<file path="config.mk">
export PLATFORM = sky130hd
export DESIGN_NAME = tick_phase_gen
export DESIGN_NICKNAME = d
export VERILOG_FILES = /design/src/rtl/tick_pkg.sv /design/src/rtl/tick_ctrl.sv /design/src/rtl/tick_out.sv /design/src/rtl/tick_phase_gen.sv
export SDC_FILE = /design/constraint.sdc
export NUM_CORES = 1
export LEC_CHECK = 0
export BUFFER_PORTS_ARGS = -buffer_cell sky130_fd_sc_hd__buf_2
export CORE_MARGIN = 1
export CORE_UTILIZATION = 45
export DETAILED_ROUTE_END_ITERATION = 7
export PLACE_DENSITY = 0.65
export SLEW_MARGIN = 25
export SYNTH_ARGS = -nofsm -noshare
export SYNTH_HDL_FRONTEND = slang
export SYNTH_HIERARCHICAL = 1
export SYNTH_SLANG_ARGS = --single-unit
</file>
<file path="constraint.sdc">
create_clock -name clk -period 2.75 [get_ports clk]
set_input_delay 0.275 -clock clk [delete_from_list [all_inputs] [get_ports clk]]
set_output_delay 0.275 -clock clk [all_outputs]
set_load 0.02 [all_outputs]
</file>
<file path="src/rtl/tick_pkg.sv">
package tick_pkg;

  localparam int SEL_W  = 3;
  localparam int SLOT_W = 5;

  typedef logic [SLOT_W-1:0] slot_t;

  typedef struct packed {
    logic  valid;
    slot_t half;
    slot_t inner1;
    slot_t inner3;
    slot_t last;
  } plan_t;

  typedef struct packed {
    logic hitT1;
    logic hitT2;
    logic hitT3;
    logic hitT4;
    logic highHalf;
    logic bad;
  } strobe_t;

  function automatic plan_t makePlan(input int n, input int p2, input int p4);
    plan_t p;
    p.valid  = 1'b1;
    p.half   = slot_t'(n);
    p.inner1 = slot_t'(p2);
    p.inner3 = slot_t'(p4);
    p.last   = slot_t'(2 * n - 1);
    return p;
  endfunction

  function automatic plan_t planFor(input logic [SEL_W-1:0] code);
    plan_t p;
    case (code)
      3'd0:    p = makePlan(3, 1, 4);
      3'd1:    p = makePlan(4, 2, 6);
      3'd2:    p = makePlan(6, 3, 9);
      3'd3:    p = makePlan(5, 2, 7);
      3'd4:    p = makePlan(8, 4, 12);
      3'd5:    p = makePlan(10, 5, 15);
      default: p = '0;
    endcase
    return p;
  endfunction

endpackage

</file>
<file path="src/rtl/tick_ctrl.sv">
module tick_ctrl
  import tick_pkg::*;
(
  input  logic             clk,
  input  logic             rstN,
  input  logic [SEL_W-1:0] ratioSel,
  output strobe_t          hits
);

  logic [SEL_W-1:0] ratioQ;
  plan_t            plan;
  slot_t            slot;

  // Ratio captured only while reset is held
  always_ff @(posedge clk) begin
    if (!rstN) ratioQ <= ratioSel;
  end

  assign plan = planFor(ratioQ);

  always_ff @(posedge clk or negedge rstN) begin
    if (!rstN)                 slot <= '0;
    else if (!plan.valid)      slot <= '0;
    else if (slot == plan.last) slot <= '0;
    else                       slot <= slot + slot_t'(1);
  end

  always_comb begin
    hits.hitT1    = plan.valid && (slot == '0);
    hits.hitT2    = plan.valid && (slot == plan.inner1);
    hits.hitT3    = plan.valid && (slot == plan.half);
    hits.hitT4    = plan.valid && (slot == plan.inner3);
    hits.highHalf = plan.valid && (slot < plan.half);
    hits.bad      = !plan.valid;
  end

  AST_SLOT_WRAP: assert property (@(posedge clk) disable iff (!rstN)
    (plan.valid && slot == plan.last) |=> (slot == '0)) else $error("slot wrap");

  AST_SLOT_RANGE: assert property (@(posedge clk) disable iff (!rstN)
    plan.valid |-> (slot <= plan.last)) else $error("slot range");

  AST_CFG_HOLD: assert property (@(posedge clk) disable iff (!rstN)
    $past(rstN) |-> $stable(ratioQ)) else $error("ratio moved");

endmodule

</file>
<file path="src/rtl/tick_out.sv">
module tick_out
  import tick_pkg::*;
(
  input  logic    clk,
  input  logic    rstN,
  input  strobe_t hits,
  output logic    t1,
  output logic    t2,
  output logic    t3,
  output logic    t4,
  output logic    sysEdge,
  output logic    refClk,
  output logic    cfgErr
);

  always_ff @(posedge clk or negedge rstN) begin
    if (!rstN) begin
      t1      <= 1'b0;
      t2      <= 1'b0;
      t3      <= 1'b0;
      t4      <= 1'b0;
      sysEdge <= 1'b0;
      refClk  <= 1'b0;
      cfgErr  <= 1'b0;
    end else begin
      t1      <= hits.hitT1;
      t2      <= hits.hitT2;
      t3      <= hits.hitT3;
      t4      <= hits.hitT4;
      sysEdge <= hits.hitT1;
      refClk  <= hits.highHalf;
      cfgErr  <= hits.bad;
    end
  end

  AST_ONE_PHASE: assert property (@(posedge clk) disable iff (!rstN)
    $onehot0({t1, t2, t3, t4})) else $error("phase overlap");

  AST_T1_RISE: assert property (@(posedge clk) disable iff (!rstN)
    t1 |-> (refClk && !$past(refClk))) else $error("t1 off edge");

  AST_T3_FALL: assert property (@(posedge clk) disable iff (!rstN)
    t3 |-> (!refClk && $past(refClk))) else $error("t3 off edge");

  AST_ERR_QUIET: assert property (@(posedge clk) disable iff (!rstN)
    cfgErr |-> !(t1 || t2 || t3 || t4 || refClk || sysEdge)) else $error("err not quiet");

  AST_SYS_EDGE: assert property (@(posedge clk) disable iff (!rstN)
    sysEdge == t1) else $error("sysEdge mismatch");

endmodule

</file>
<file path="src/rtl/tick_phase_gen.sv">
module tick_phase_gen
  import tick_pkg::*;
(
  input  logic             clk,
  input  logic             rstN,
  input  logic [SEL_W-1:0] ratioSel,
  output logic             t1,
  output logic             t2,
  output logic             t3,
  output logic             t4,
  output logic             sysEdge,
  output logic             refClk,
  output logic             cfgErr
);

  strobe_t hits;

  tick_ctrl u_ctrl (
    .clk      (clk),
    .rstN     (rstN),
    .ratioSel (ratioSel),
    .hits     (hits)
  );

  tick_out u_out (
    .clk     (clk),
    .rstN    (rstN),
    .hits    (hits),
    .t1      (t1),
    .t2      (t2),
    .t3      (t3),
    .t4      (t4),
    .sysEdge (sysEdge),
    .refClk  (refClk),
    .cfgErr  (cfgErr)
  );

endmodule

</file>
==> results of run 1 <==
-- kinds of logic (layout without fill, tap and decap cells) --
family / Yosys count / count (layout) / share of synthesized area, %
XOR/XNOR: 5 / 5 / 4.545
flip-flops: 14 / 14 / 37.92
buffers and inverters: 16 / 23 / 11.17
AND/OR/NAND/NOR: 35 / 35 / 22.47
AO/OA/AOI/OAI: 23 / 23 / 16.11
adder cells (fa/ha/maj): 6 / 6 / 7.792
-- sequential cells by signal (all words and copies together), names as in the netlist --
register and cells:
u_out/t3 1, u_out/sysEdge 1, u_out/cfgErr 1, u_out/refClk 1
u_out/t2 1, u_ctrl/ratioQ 3, u_out/t4 1, u_ctrl/slot 5
-- layer usage --
layer | share of wire, % | up-vias
met5 | 0 | -
met4 | 0.59 | 0
met2 | 47 | 13
met3 | 4.0 | 2
li1 | - | 358
met1 | 48 | 324
-- metrics by stage --
step	util [%]	std cells	instance area [µm²]
floorplan	-	99	963.4
global placement	48.99	128	970.9
detailed placement	48.99	128	970.9
CTS	50.82	133	1007
global route	50.82	133	1007
finish	50.82	133	1007
-- what timing repair did --
| item | 4_1_cts | 5_1_grt |
|---|---|---|
| resized for setup | 0 | 0 |
| hold buffers | 1 | 0 |
| hold endpoints to repair | 11 | 0 |
-- report_power, final --
part	total [mW]	switching, mW	internal (mW)
Combinational	0.359	0.188	0.171
Sequential	0.382	0.111	0.271
Clock	0.123	0.0697	0.0528
Total	0.864	0.369	0.495
-- cell usage after synthesis, drive strengths merged --
| library cell | n |
|---|---|
| or2 | 1 |
| and2b | 1 |
| nand3 | 3 |
| nand4bb | 1 |
| clkbuf | 2 |
| nor4bb | 1 |
| a21boi | 1 |
| buf | 7 |
| nor2b | 4 |
| xnor2 | 4 |
| a22o | 1 |
| a21oi | 8 |
| a211o | 1 |
| nand4 | 1 |
| nor2 | 5 |
| a211oi | 2 |
| nand3b | 2 |
| a2111oi | 1 |
| nand2b | 5 |
| edfxtp | 3 |
| xor2 | 1 |
| nand2 | 4 |
| o21a | 1 |
| nor4 | 1 |
| a221oi | 1 |
| a31oi | 1 |
| dfrtp | 11 |
| ha | 6 |
| or4 | 2 |
| nor3 | 3 |
| inv | 7 |
| o211ai | 1 |
| o21ai | 5 |
| and2 | 1 |
-- area by class of cell --
type / count / share of cell area [%]
multi-input cells: 69 / 48.70
flip-flops and latches: 14 / 36.27
repair buffers: 12 / 6.460
well taps: 27 / 3.354
inverters: 7 / 2.609
clock buffers: 3 / 2.236
clock inverters: 1 / 0.3727
-- worst paths after layout --
path / startpoint / to / slack (ns)
setup / recovery: u_ctrl/ratioQ[1]$_DFFE_PN_ / u_out/refClk$_DFF_PN0_ / 0.96
hold / removal: ratioSel[0] / u_ctrl/ratioQ[0]$_DFFE_PN_ / 0.16
setup reg to reg: u_ctrl/ratioQ[1]$_DFFE_PN_ / u_out/refClk$_DFF_PN0_ / 0.96
hold reg to reg: u_ctrl/slot[4]$_DFF_PN0_ / u_out/t4$_DFF_PN0_ / 0.67
max in group asynchronous: rstN / u_ctrl/slot[3]$_DFF_PN0_ / 2.17
min in group asynchronous: rstN / u_out/sysEdge$_DFF_PN0_ / 0.38
==> out/summary.log, run 1 <==
INFO  routing        post-route-drc-count=0
INFO  worst_setup_path ff2ff_path_depth=4
INFO  timing         setup-violations-final=0
INFO  pwr            p_total=863.9µW
INFO  routing        drtAntennaViolNets=0
INFO  finish         insertedDiodeCount=0
INFO  global_routing first_global_vias=622
INFO  floorplanning  std_cell_rows=16
INFO  global_routing gr-usage-all-layers=17.68%
INFO  global_routing first_pass_grt_wire_length=2.801mm
INFO  worst_setup_path worstPathCellList=nand2b_1, ha_1, a2111oi_0, o21a_1
INFO  floorplanning  io-pin-count=12
INFO  timing         setup_ws=0.9585ns
INFO  routing        dr.first_iter.drc_count=13
INFO  placed_design  dp_slack=0.9882ns
INFO  placed_design  place_hpwl=1.190mm
INFO  worst_setup_path endpoint_kind=flop
INFO  clock_tree     clk_root_buffer_cell=sky130_fd_sc_hd__clkbuf_4
INFO  clock_tree     cts.clk_slew.worst_paths=0.08ns
INFO  timing         tns=0ns
INFO  routing        overall_via_count_from_detail_route=697
INFO  timing         hold_ws=0.1577ns
INFO  synthesis      syn-cell-area=963.4µm²
INFO  run_status     run_status=complete, no violations
INFO  worst_setup_path crit_slowest_cell=sky130_fd_sc_hd__edfxtp_1
INFO  pwr            worst_vdd_drop=0.0005665V
INFO  timing         rsz0062_at_grt=false
INFO  global_routing met1_use_gr=22.25%
INFO  floorplanning  initial_utilization=48.61%
INFO  run            max_cap_viol_count=0
INFO  floorplanning  area_of_the_die=2330µm²
INFO  synthesis      yosysTopAreaCell=sky130_fd_sc_hd__dfrtp_1
INFO  timing         fmax=558.2MHz
INFO  finish         area_delta_synth_final=4.546%
INFO  global_routing globalRoute.totalOverflow=0
INFO  timing         max_slew_margin=70.36%
INFO  worst_setup_path timing.critical_path.buf_inv=0
INFO  global_routing largest_net_degree_at_the_start_of_global_routing=17
INFO  finish         multi_input_comb_area=490.5µm²
INFO  global_routing busiest_layer=met2
INFO  worst_setup_path crit_arrival=2.02ns
INFO  synthesis      syn-num-nets=110
INFO  floorplanning  die_height=48.27µm
INFO  global_routing grt_util_met3=5.556%
INFO  synthesis      synth.yosys.seq_area_share=37.92%
INFO  clock_tree     clock_sinks=14
INFO  placed_design  gp_congestion=0.7862
INFO  worst_setup_path critPathTopFamily=compound AO/OA/AOI/OAI gates
INFO  timing         final_hold_viol_count=0
INFO  clock_tree     number_of_buffers_inserted_to_repair_setup_after_cts=0
INFO  routing        post_drt_wl_per_cell=12.83µm
INFO  pwr            powerDensity=857.7nW/µm²
INFO  synthesis      synth_warnings=6
INFO  timing         finClkSkew=0.002338ns
INFO  clock_tree     clk-insertion-delay-late=0.29ns
INFO  clock_tree     numCtsBuffers=3
INFO  timing         post-route-min-period=1.791ns
INFO  routing        drt_first_pass_iters=3
INFO  synthesis      synthesis.instances=99
INFO  worst_setup_path timing_worst_setup_path_type=reg2reg
INFO  timing         worstMarginPinSlew=0.4446ns
INFO  synthesis      synth_top_area_share=28.57%
INFO  worst_setup_path maximum_fanout_along_the_worst_path=16
INFO  finish         num-fill-cells=183
INFO  hold_path      hp-class=in2reg
INFO  global_routing met2_usage=29.60%
INFO  pwr            leakagePower=0.4418nW
INFO  worst_setup_path setup.worst_path.start_class=flop
INFO  finish         seqCellArea=365.4µm²
INFO  synthesis      synth.area.top_cells=sky130_fd_sc_hd__dfrtp_1 (29%), sky130_fd_sc_hd__edfxtp_1 (9.4%), sky130_fd_sc_hd__ha_1 (7.8%)
INFO  timing         maxSlewViolCount=0
INFO  routing        routed_wirelength=1.707mm
INFO  placed_design  io_buffers=11
INFO  timing         post-route-period-util=65.14%
INFO  floorplanning  chipWidth=48.27µm
INFO  worst_setup_path worstSetupPathDepth=4
INFO  finish         layout_common_cells=sky130_fd_sc_hd__buf_2 (11), sky130_fd_sc_hd__dfrtp_1 (11), sky130_fd_sc_hd__a21oi_1 (8)
INFO  routing        via_per_inst=5.241
INFO  synthesis      avgSynthCellArea=9.732µm²
INFO  hold_path      hold_path_depth=1
INFO  finish         post_route_cells_drive_above_1_share=19.81%
INFO  global_routing number_of_antenna_violations_at_the_first_check_in_global_routing=0
INFO  clock_tree     cts_tree=yes
INFO  floorplanning  core_area=1982µm²
INFO  synthesis      synthDistinctLibCells=38
INFO  finish         finalNetCount=118
INFO  worst_setup_path max_stage_delay=0.57ns
INFO  clock_tree     cts_buffer_depth=2
INFO  clock_tree     cts_max_level=1
INFO  worst_setup_path worst_ep_required_time=2.98ns
INFO  synthesis      ys_ff_latch=14
(Power assumes the default switching activity.)
==> run 2, diff against run 1 <==
Settings changed: ABC_AREA from default to 1, PLACE_DENSITY 0.65 to 0.66.
Clock period 2.75 ns to 1.7 ns, I/O delays scaled along.
==> out/summary.log, run 2 <==
INFO  timing         setup-violations-final=0 [unchanged]
INFO  routing        dr.first_iter.drc_count=106 [+93]
INFO  finish         registers.top_by_ff_count=u_ctrl/slot
INFO  worst_setup_path setup.worst_path.start_class=flop
INFO  finish         area_delta_synth_final=15.57%
INFO  hold_path      hp-class=in2reg
INFO  pwr            powerDensity=1270nW/µm² [+48%]
INFO  worst_setup_path crit_arrival=1.77ns [-0.25 ns]
INFO  global_routing gr-usage-all-layers=19.20% [+1.5 points]
INFO  worst_setup_path crit_slowest_cell=sky130_fd_sc_hd__edfxtp_1
INFO  pwr            leakagePower=0.5433nW [+23%]
INFO  worst_setup_path r2r-start=u_ctrl/ratioQ[1]$_DFFE_PN_
INFO  timing         max_slew_margin=78.59% [+8.2 points]
INFO  global_routing first_global_vias=687 [+10%]
INFO  synthesis      synth_async_sr_flop_share=78.57% [unchanged]
INFO  routing        via_per_inst=5.532 [+5.6%]
INFO  synthesis      synth_warnings=6 [unchanged]
INFO  worst_setup_path reg2reg_slack=0.12ns [-0.84 ns]
INFO  routing        drtAntennaViolNets=0 [unchanged]
INFO  synthesis      ys_ff_latch=14 [unchanged]
INFO  finish         layout_common_cells=sky130_fd_sc_hd__nand2_1 (27), sky130_fd_sc_hd__nand3_1 (12), sky130_fd_sc_hd__nor2_1 (12)
INFO  finish         post_layout_nonfiller_instances=156 [+17%]
INFO  clock_tree     cts.clk_slew.worst_paths=0.08ns [about the same]
INFO  finish         largest_reg_flops=5 [unchanged]
INFO  finish         mostFrequentLayoutCell=sky130_fd_sc_hd__nand2_1
INFO  worst_setup_path worst_ep_required_time=1.89ns [-1.09 ns]
INFO  clock_tree     clock_sinks=14 [unchanged]
INFO  timing         setup_ws=0.1179ns [-0.8406 ns]
INFO  worst_setup_path worstSetupPathDepth=7 [+3]
INFO  finish         num-fill-cells=167 [-8.7%]
INFO  global_routing number_of_antenna_violations_at_the_first_check_in_global_routing=0 [unchanged]
INFO  global_routing globalRoute.totalOverflow=0 [unchanged]
INFO  worst_setup_path endpoint_kind=flop
INFO  timing         maxSlewViolCount=0 [unchanged]
INFO  synthesis      synthesis.instances=115 [+16%]
INFO  routing        post_drt_wl_per_cell=12.76µm [-0.61%]
INFO  timing         tns=0ns [unchanged]
INFO  timing         fmax=632.1MHz [+13%]
INFO  worst_setup_path ff2ff_path_depth=7 [+3]
INFO  routing        overall_via_count_from_detail_route=863 [+24%]
INFO  timing         finClkSkew=0.0008147ns [-0.001524 ns]
INFO  worst_setup_path max_stage_delay=0.52ns [-0.05 ns]
INFO  worst_setup_path critPathTopFamily=flip-flops
INFO  worst_setup_path timing_worst_setup_path_type=reg2reg
INFO  placed_design  gp_congestion=0.8910 [+13%]
INFO  floorplanning  initial_utilization=50.42% [+1.8 points]
INFO  floorplanning  std_cell_rows=15 [-1]
INFO  floorplanning  core_area=1802µm² [-9.1%]
INFO  placed_design  placed_cell_area=978.4µm² [+0.77%]
INFO  synthesis      synth.most_common_cell=sky130_fd_sc_hd__nand2_1
INFO  timing         final_hold_viol_count=0 [unchanged]
INFO  synthesis      number_of_synthesized_flops_with_an_enable_pin=3 [unchanged]
INFO  finish         post_route_cells_drive_above_1_share=22.14% [+2.3 points]
INFO  worst_setup_path maximum_fanout_along_the_worst_path=8 [-8]
INFO  clock_tree     cts_tree=yes
INFO  pwr            worst_vdd_drop=0.0005860V [+3.4%]
INFO  clock_tree     clk-insertion-delay-late=0.28ns [about the same]
INFO  finish         layout.cell_area.non_filler=1050µm² [+4.2%]
INFO  worst_setup_path worstPathCellList=inv_2, nand2_4, nand2_2, ha_4, a21oi_1, nor2_1, nor4_1
INFO  global_routing first_pass_grt_wire_length=2.898mm [+3.5%]
INFO  finish         insertedDiodeCount=0 [unchanged]
INFO  global_routing largest_net_degree_at_the_start_of_global_routing=13 [-4]
INFO  synthesis      ys.flop_type=sky130_fd_sc_hd__dfrtp_1
INFO  placed_design  place_hpwl=1.325mm [+11%]
INFO  synthesis      avgSynthCellArea=7.899µm² [-19%]
INFO  clock_tree     cts_max_level=1 [unchanged]
INFO  finish         biggestRegsByFlops=u_ctrl/slot: 5 flops, u_ctrl/ratioQ: 3 flops
INFO  routing        routed_wirelength=1.990mm [+17%]
INFO  routing        drt_first_pass_iters=4 [+1]
INFO  floorplanning  chipWidth=46.93µm [-2.8%]
INFO  timing         worstMarginPinSlew=0.3211ns [-0.1235 ns]
INFO  synthesis      synth_top_area_share=30.30% [+1.7 points]
INFO  worst_setup_path timing.critical_path.buf_inv=1 [+1]
INFO  synthesis      synth.yosys.seq_area_share=40.22% [+2.3 points]
INFO  synthesis      syn-num-nets=126 [+15%]
INFO  synthesis      synth.area.top_cells=sky130_fd_sc_hd__dfrtp_1 (30%), sky130_fd_sc_hd__nand2_1 (12%), sky130_fd_sc_hd__edfxtp_1 (9.9%)
INFO  floorplanning  die_height=46.93µm [-2.8%]
INFO  placed_design  inst_count_dp=149 [+16%]
INFO  finish         finalNetCount=143 [+21%]
INFO  timing         post-route-period-util=93.07% [+28 points]
INFO  routing        post-route-drc-count=0 [unchanged]
INFO  synthesis      synthDistinctLibCells=26 [-32%]
INFO  clock_tree     cts_buffer_depth=2 [unchanged]
INFO  floorplanning  area_of_the_die=2202µm² [-5.5%]
INFO  timing         post-route-min-period=1.582ns [-0.2094 ns]
INFO  placed_design  dp_slack=0.08874ns [-0.8995 ns]
INFO  hold_path      hold_path_depth=1 [unchanged]
INFO  run            max_cap_viol_count=0 [unchanged]
INFO  clock_tree     clk_root_buffer_cell=sky130_fd_sc_hd__clkbuf_4
INFO  worst_setup_path crit-reg2reg-capture=u_out/refClk$_DFF_PN0_
INFO  worst_setup_path worstSetupStartpoint=u_ctrl/ratioQ[1]$_DFFE_PN_
INFO  worst_setup_path crit_end=u_out/refClk$_DFF_PN0_
INFO  placed_design  io_buffers=11 [unchanged]
INFO  run_status     run_status=complete, no violations
INFO  synthesis      yosysTopAreaCell=sky130_fd_sc_hd__dfrtp_1
INFO  synthesis      syn-cell-area=908.4µm² [-5.7%]
INFO  clock_tree     numCtsBuffers=3 [unchanged]
INFO  floorplanning  io-pin-count=12 [unchanged]
INFO  synthesis      synth_commonest_cells=sky130_fd_sc_hd__nand2_1 (28), sky130_fd_sc_hd__nand3_1 (12), sky130_fd_sc_hd__nor2_1 (12)
## run 2: cell count changes after synthesis, moves of 4 or more
cell / change
sky130_fd_sc_hd__nand2_1: +24
sky130_fd_sc_hd__nand3_1: +9
sky130_fd_sc_hd__nor2_1: +7
sky130_fd_sc_hd__a21oi_1: -6
sky130_fd_sc_hd__nand4_1: +6
sky130_fd_sc_hd__nand2b_1: -5
sky130_fd_sc_hd__nor2b_1: -4
sky130_fd_sc_hd__xnor2_1: -4
## run 2: layer usage
layer	wire length, µm	global-route usage [%]
met1	799	24.10
met2	943	31.39
met5	0	0
met3	164	6.538
met4	83	5.714
## run 2: how the worst min path moves through the flow
| stage | from | to | slack, ns |
|---|---|---|---|
| floorplan | rstN | u_ctrl/slot[0]$_DFF_PN0_ | -0.13 |
| global placement | rstN | u_out/sysEdge$_DFF_PN0_ | 0.06 |
| detailed placement | rstN | u_out/sysEdge$_DFF_PN0_ | 0.07 |
| CTS | ratioSel[2] | u_ctrl/ratioQ[2]$_DFFE_PN_ | 0.05 |
| global route | ratioSel[0] | u_ctrl/ratioQ[0]$_DFFE_PN_ | 0.05 |
| finish | ratioSel[2] | u_ctrl/ratioQ[2]$_DFFE_PN_ | 0.06 |
## run 2: what timing repair did
action,CTS,global route
endpoints found under the hold margin,11,0
gates resized for setup,0,3
hold buffers,1,0
endpoints found under the setup margin,0,1
buffers inserted,0,2
## run 2: area by class of cell
cell class / instances / area, µm² / area share [%]
Timing Repair Buffer: 16 / 95.09 / 9.058
Clock buffer: 3 / 22.52 / 2.145
Clock inverter: 1 / 3.754 / 0.3576
Multi-Input combinational cell: 85 / 486.7 / 46.36
Tap cell: 25 / 31.28 / 2.980
Sequential cell: 14 / 365.4 / 34.80
Inverter: 12 / 45.04 / 4.291
## run 2: through the flow
| stage | utilization (%) | power (mW) | hold WS [ns] |
|---|---|---|---|
| after floorplan | - | 0.9618 | -0.1256 |
| after global placement | 54.31 | 1.099 | 0.06496 |
| after detailed placement | 54.31 | 1.098 | 0.06688 |
| after CTS | 56.32 | 1.298 | 0.05202 |
| after global routing | 58.26 | 1.450 | 0.04672 |
| final | 58.26 | 1.333 | 0.05591 |
## run 2: cell families after synthesis
logic type / synth area share [%]
compound gates: 4.408
xor+xnor: 3.856
fa+ha+maj: 8.264
buf+inv: 8.401
flops: 40.22
simple gates: 34.85
## run 2: power breakdown
group          internal (mW)  switching [mW]
combinational          0.245           0.371
sequential             0.428          0.0949
clock                 0.0853           0.109
total                  0.758           0.575
==> run 3, diff against run 2 <==
==> constraint.sdc (replaced) <==
create_clock -name clk -period 1.7 [get_ports clk]
set_input_delay 0.34 -clock clk [delete_from_list [all_inputs] [get_ports clk]]
set_output_delay 0.34 -clock clk [all_outputs]
set_load 0.02 [all_outputs]
==> out/summary.log, run 3 (same netlist as run 2, synthesis figures left out) <==
INFO  floorplanning  area_of_the_die=2202µm² [unchanged]
INFO  clock_tree     clk_root_buffer_cell=sky130_fd_sc_hd__clkbuf_4
INFO  finish         layout_common_cells=sky130_fd_sc_hd__nand2_1 (28), sky130_fd_sc_hd__nand3_1 (12), sky130_fd_sc_hd__nor2_1 (12)
INFO  finish         registers.top_by_ff_count=u_ctrl/slot
INFO  finish         finalNetCount=146 [+2.1%]
INFO  global_routing gr-usage-all-layers=19.41% [+0.21 points]
INFO  routing        drtAntennaViolNets=0 [unchanged]
INFO  routing        overall_via_count_from_detail_route=850 [-1.5%]
INFO  routing        via_per_inst=5.346 [-3.4%]
INFO  worst_setup_path timing_worst_setup_path_type=reg2reg
INFO  finish         post_route_cells_drive_above_1_share=23.13% [+1.0 points]
INFO  timing         finClkSkew=0.006267ns [+0.005453 ns]
INFO  floorplanning  die_height=46.93µm [unchanged]
INFO  placed_design  gp_congestion=0.9054 [+1.6%]
INFO  clock_tree     numCtsBuffers=3 [unchanged]
INFO  timing         setup-violations-final=0 [unchanged]
INFO  floorplanning  std_cell_rows=15 [unchanged]
INFO  placed_design  dp_slack=0.07680ns [-0.01194 ns]
INFO  finish         insertedDiodeCount=0 [unchanged]
INFO  run            max_cap_viol_count=0 [unchanged]
INFO  global_routing largest_net_degree_at_the_start_of_global_routing=13 [unchanged]
INFO  finish         biggestRegsByFlops=u_ctrl/slot: 5 flops, u_ctrl/ratioQ: 3 flops
INFO  clock_tree     cts.clk_slew.worst_paths=0.09ns [about the same]
INFO  floorplanning  core_area=1802µm² [unchanged]
INFO  worst_setup_path endpoint_kind=flop
INFO  global_routing number_of_antenna_violations_at_the_first_check_in_global_routing=0 [unchanged]
INFO  worst_setup_path maximum_fanout_along_the_worst_path=12 [+4]
INFO  global_routing globalRoute.totalOverflow=0 [unchanged]
INFO  placed_design  io_buffers=11 [unchanged]
INFO  worst_setup_path crit_arrival=1.79ns [+0.02 ns]
INFO  placed_design  place_hpwl=1.416mm [+6.9%]
INFO  clock_tree     clock_sinks=14 [unchanged]
INFO  pwr            worst_vdd_drop=0.0006832V [+17%]
INFO  routing        routed_wirelength=2.025mm [+1.8%]
INFO  floorplanning  chipWidth=46.93µm [unchanged]
INFO  clock_tree     cts_tree=yes
INFO  timing         final_hold_viol_count=0 [unchanged]
INFO  hold_path      hp-class=in2reg
INFO  worst_setup_path crit_slowest_cell=sky130_fd_sc_hd__edfxtp_1
INFO  global_routing first_global_vias=687 [unchanged]
INFO  pwr            powerDensity=1290nW/µm² [+1.6%]
INFO  timing         post-route-period-util=95.22% [+2.2 points]
INFO  worst_setup_path max_stage_delay=0.52ns [about the same]
INFO  floorplanning  initial_utilization=50.42% [unchanged]
INFO  timing         post-route-min-period=1.619ns [+0.03669 ns]
INFO  pwr            leakagePower=0.5634nW [+3.7%]
INFO  worst_setup_path worst_ep_required_time=1.87ns [-0.02 ns]
INFO  finish         mostFrequentLayoutCell=sky130_fd_sc_hd__nand2_1
INFO  timing         max_slew_margin=79.71% [+1.1 points]
INFO  worst_setup_path setup.worst_path.start_class=flop
INFO  placed_design  inst_count_dp=150 [+0.67%]
INFO  routing        post_drt_wl_per_cell=12.74µm [-0.16%]
INFO  floorplanning  io-pin-count=12 [unchanged]
INFO  worst_setup_path worstPathCellList=buf_4, nand2_2, nand3_2, nand3_1, nand3_1, nor2_2, nor2_1
INFO  finish         post_layout_nonfiller_instances=159 [+1.9%]
INFO  global_routing first_pass_grt_wire_length=2.925mm [+0.93%]
INFO  finish         area_delta_synth_final=17.49%
INFO  finish         largest_reg_flops=5 [unchanged]
INFO  routing        dr.first_iter.drc_count=30 [-72%]
INFO  timing         setup_ws=0.08120ns [-0.03669 ns]
INFO  worst_setup_path critical-path-top-cell-by-count=sky130_fd_sc_hd__nand3_1
INFO  timing         maxSlewViolCount=0 [unchanged]
INFO  clock_tree     cts_max_level=1 [unchanged]
INFO  timing         worstMarginPinSlew=0.3043ns [-0.01682 ns]
INFO  run_status     run_status=complete, no violations
INFO  routing        post-route-drc-count=0 [unchanged]
INFO  clock_tree     clk-insertion-delay-late=0.29ns [about the same]
INFO  routing        drt_first_pass_iters=4 [unchanged]
INFO  clock_tree     cts_buffer_depth=2 [unchanged]
INFO  worst_setup_path reg2reg_slack=0.08ns [-0.04 ns]
INFO  timing         fmax=617.7MHz [-2.3%]
-- run 3: cell types whose count changed in the layout (fill, tap and decap cells not counted) --
cell / previous run / this run
sky130_fd_sc_hd__nand2_2: 2 / 1
sky130_fd_sc_hd__clkbuf_8: 0 / 1
sky130_fd_sc_hd__nand2_1: 27 / 28
sky130_fd_sc_hd__clkinv_1: 2 / 1
sky130_fd_sc_hd__ha_1: 5 / 6
sky130_fd_sc_hd__ha_4: 1 / 0
sky130_fd_sc_hd__buf_4: 4 / 7
-- run 3: metrics by stage --
stage	hold WS (ns)	cell area [µm²]	utilization, %	power (mW)	TNS, ns
floorplan	0.04441	908.4	-	0.9618	0
global placement	0.3145	985.9	54.72	1.101	0
detailed placement	0.3102	985.9	54.72	1.107	0
CTS	0.2118	1032	57.29	1.359	0
global route	0.2098	1067	59.24	1.471	-0.02152
finish	0.2174	1067	59.24	1.377	0
-- run 3: power breakdown --
group | total [mW] | leakage [nW] | internal (mW) | switching (mW)
Combinational | 0.609 | 0.369 | 0.239 | 0.369
Sequential | 0.522 | 0.173 | 0.428 | 0.0938
Clock | 0.247 | 0.0210 | 0.131 | 0.116
-- run 3: repair_timing --
action | 4_1_cts | 5_1_grt
setup endpoints to repair | 0 | 1
hold buffers | 1 | 0
endpoints found under the hold margin | 11 | 0
gates resized for setup | 0 | 1
buffers inserted | 0 | 4
-- run 3: cell type report --
class | count | area (µm²)
clock buffer | 4 | 36.28
fill | 167 | 734.5
tap | 25 | 31.28
multi-input combinational | 85 | 471.7
inverter | 12 | 45.04
sequential | 14 | 365.4
timing repair buffer | 19 | 117.6
-- run 3: final timing paths --
kind                                            start                         end  cells past startpoint
hold reg to reg              u_ctrl/slot[0]$_DFF_PN0_    u_ctrl/slot[0]$_DFF_PN0_                      1
hold / removal                            ratioSel[1]  u_ctrl/ratioQ[1]$_DFFE_PN_                      1
setup / recovery           u_ctrl/ratioQ[1]$_DFFE_PN_    u_ctrl/slot[1]$_DFF_PN0_                      7
max in group asynchronous                        rstN    u_ctrl/slot[4]$_DFF_PN0_                      3
setup reg to reg           u_ctrl/ratioQ[1]$_DFFE_PN_    u_ctrl/slot[1]$_DFF_PN0_                      7
min in group asynchronous                        rstN     u_out/sysEdge$_DFF_PN0_                      3
-- run 3: critical path: cells and delay by family (launching register included) --
family | cells | cell delay (ns)
buffers and inverters | 1 | 0.19
DFF | 1 | 0.52
and+or+nand+nor | 6 | 0.78
-- run 3: layer usage --
metal  share of wire (%)  vias to the layer above  track usage, %  wire (µm)
li1                    -                      416               -          -
met1                  46                      393           26.14        931
met2                  47                       37           30.56        953
met3                 5.6                        4           2.692        113
met4                 1.3                        0           9.714         27
met5                   0                        -               0          0
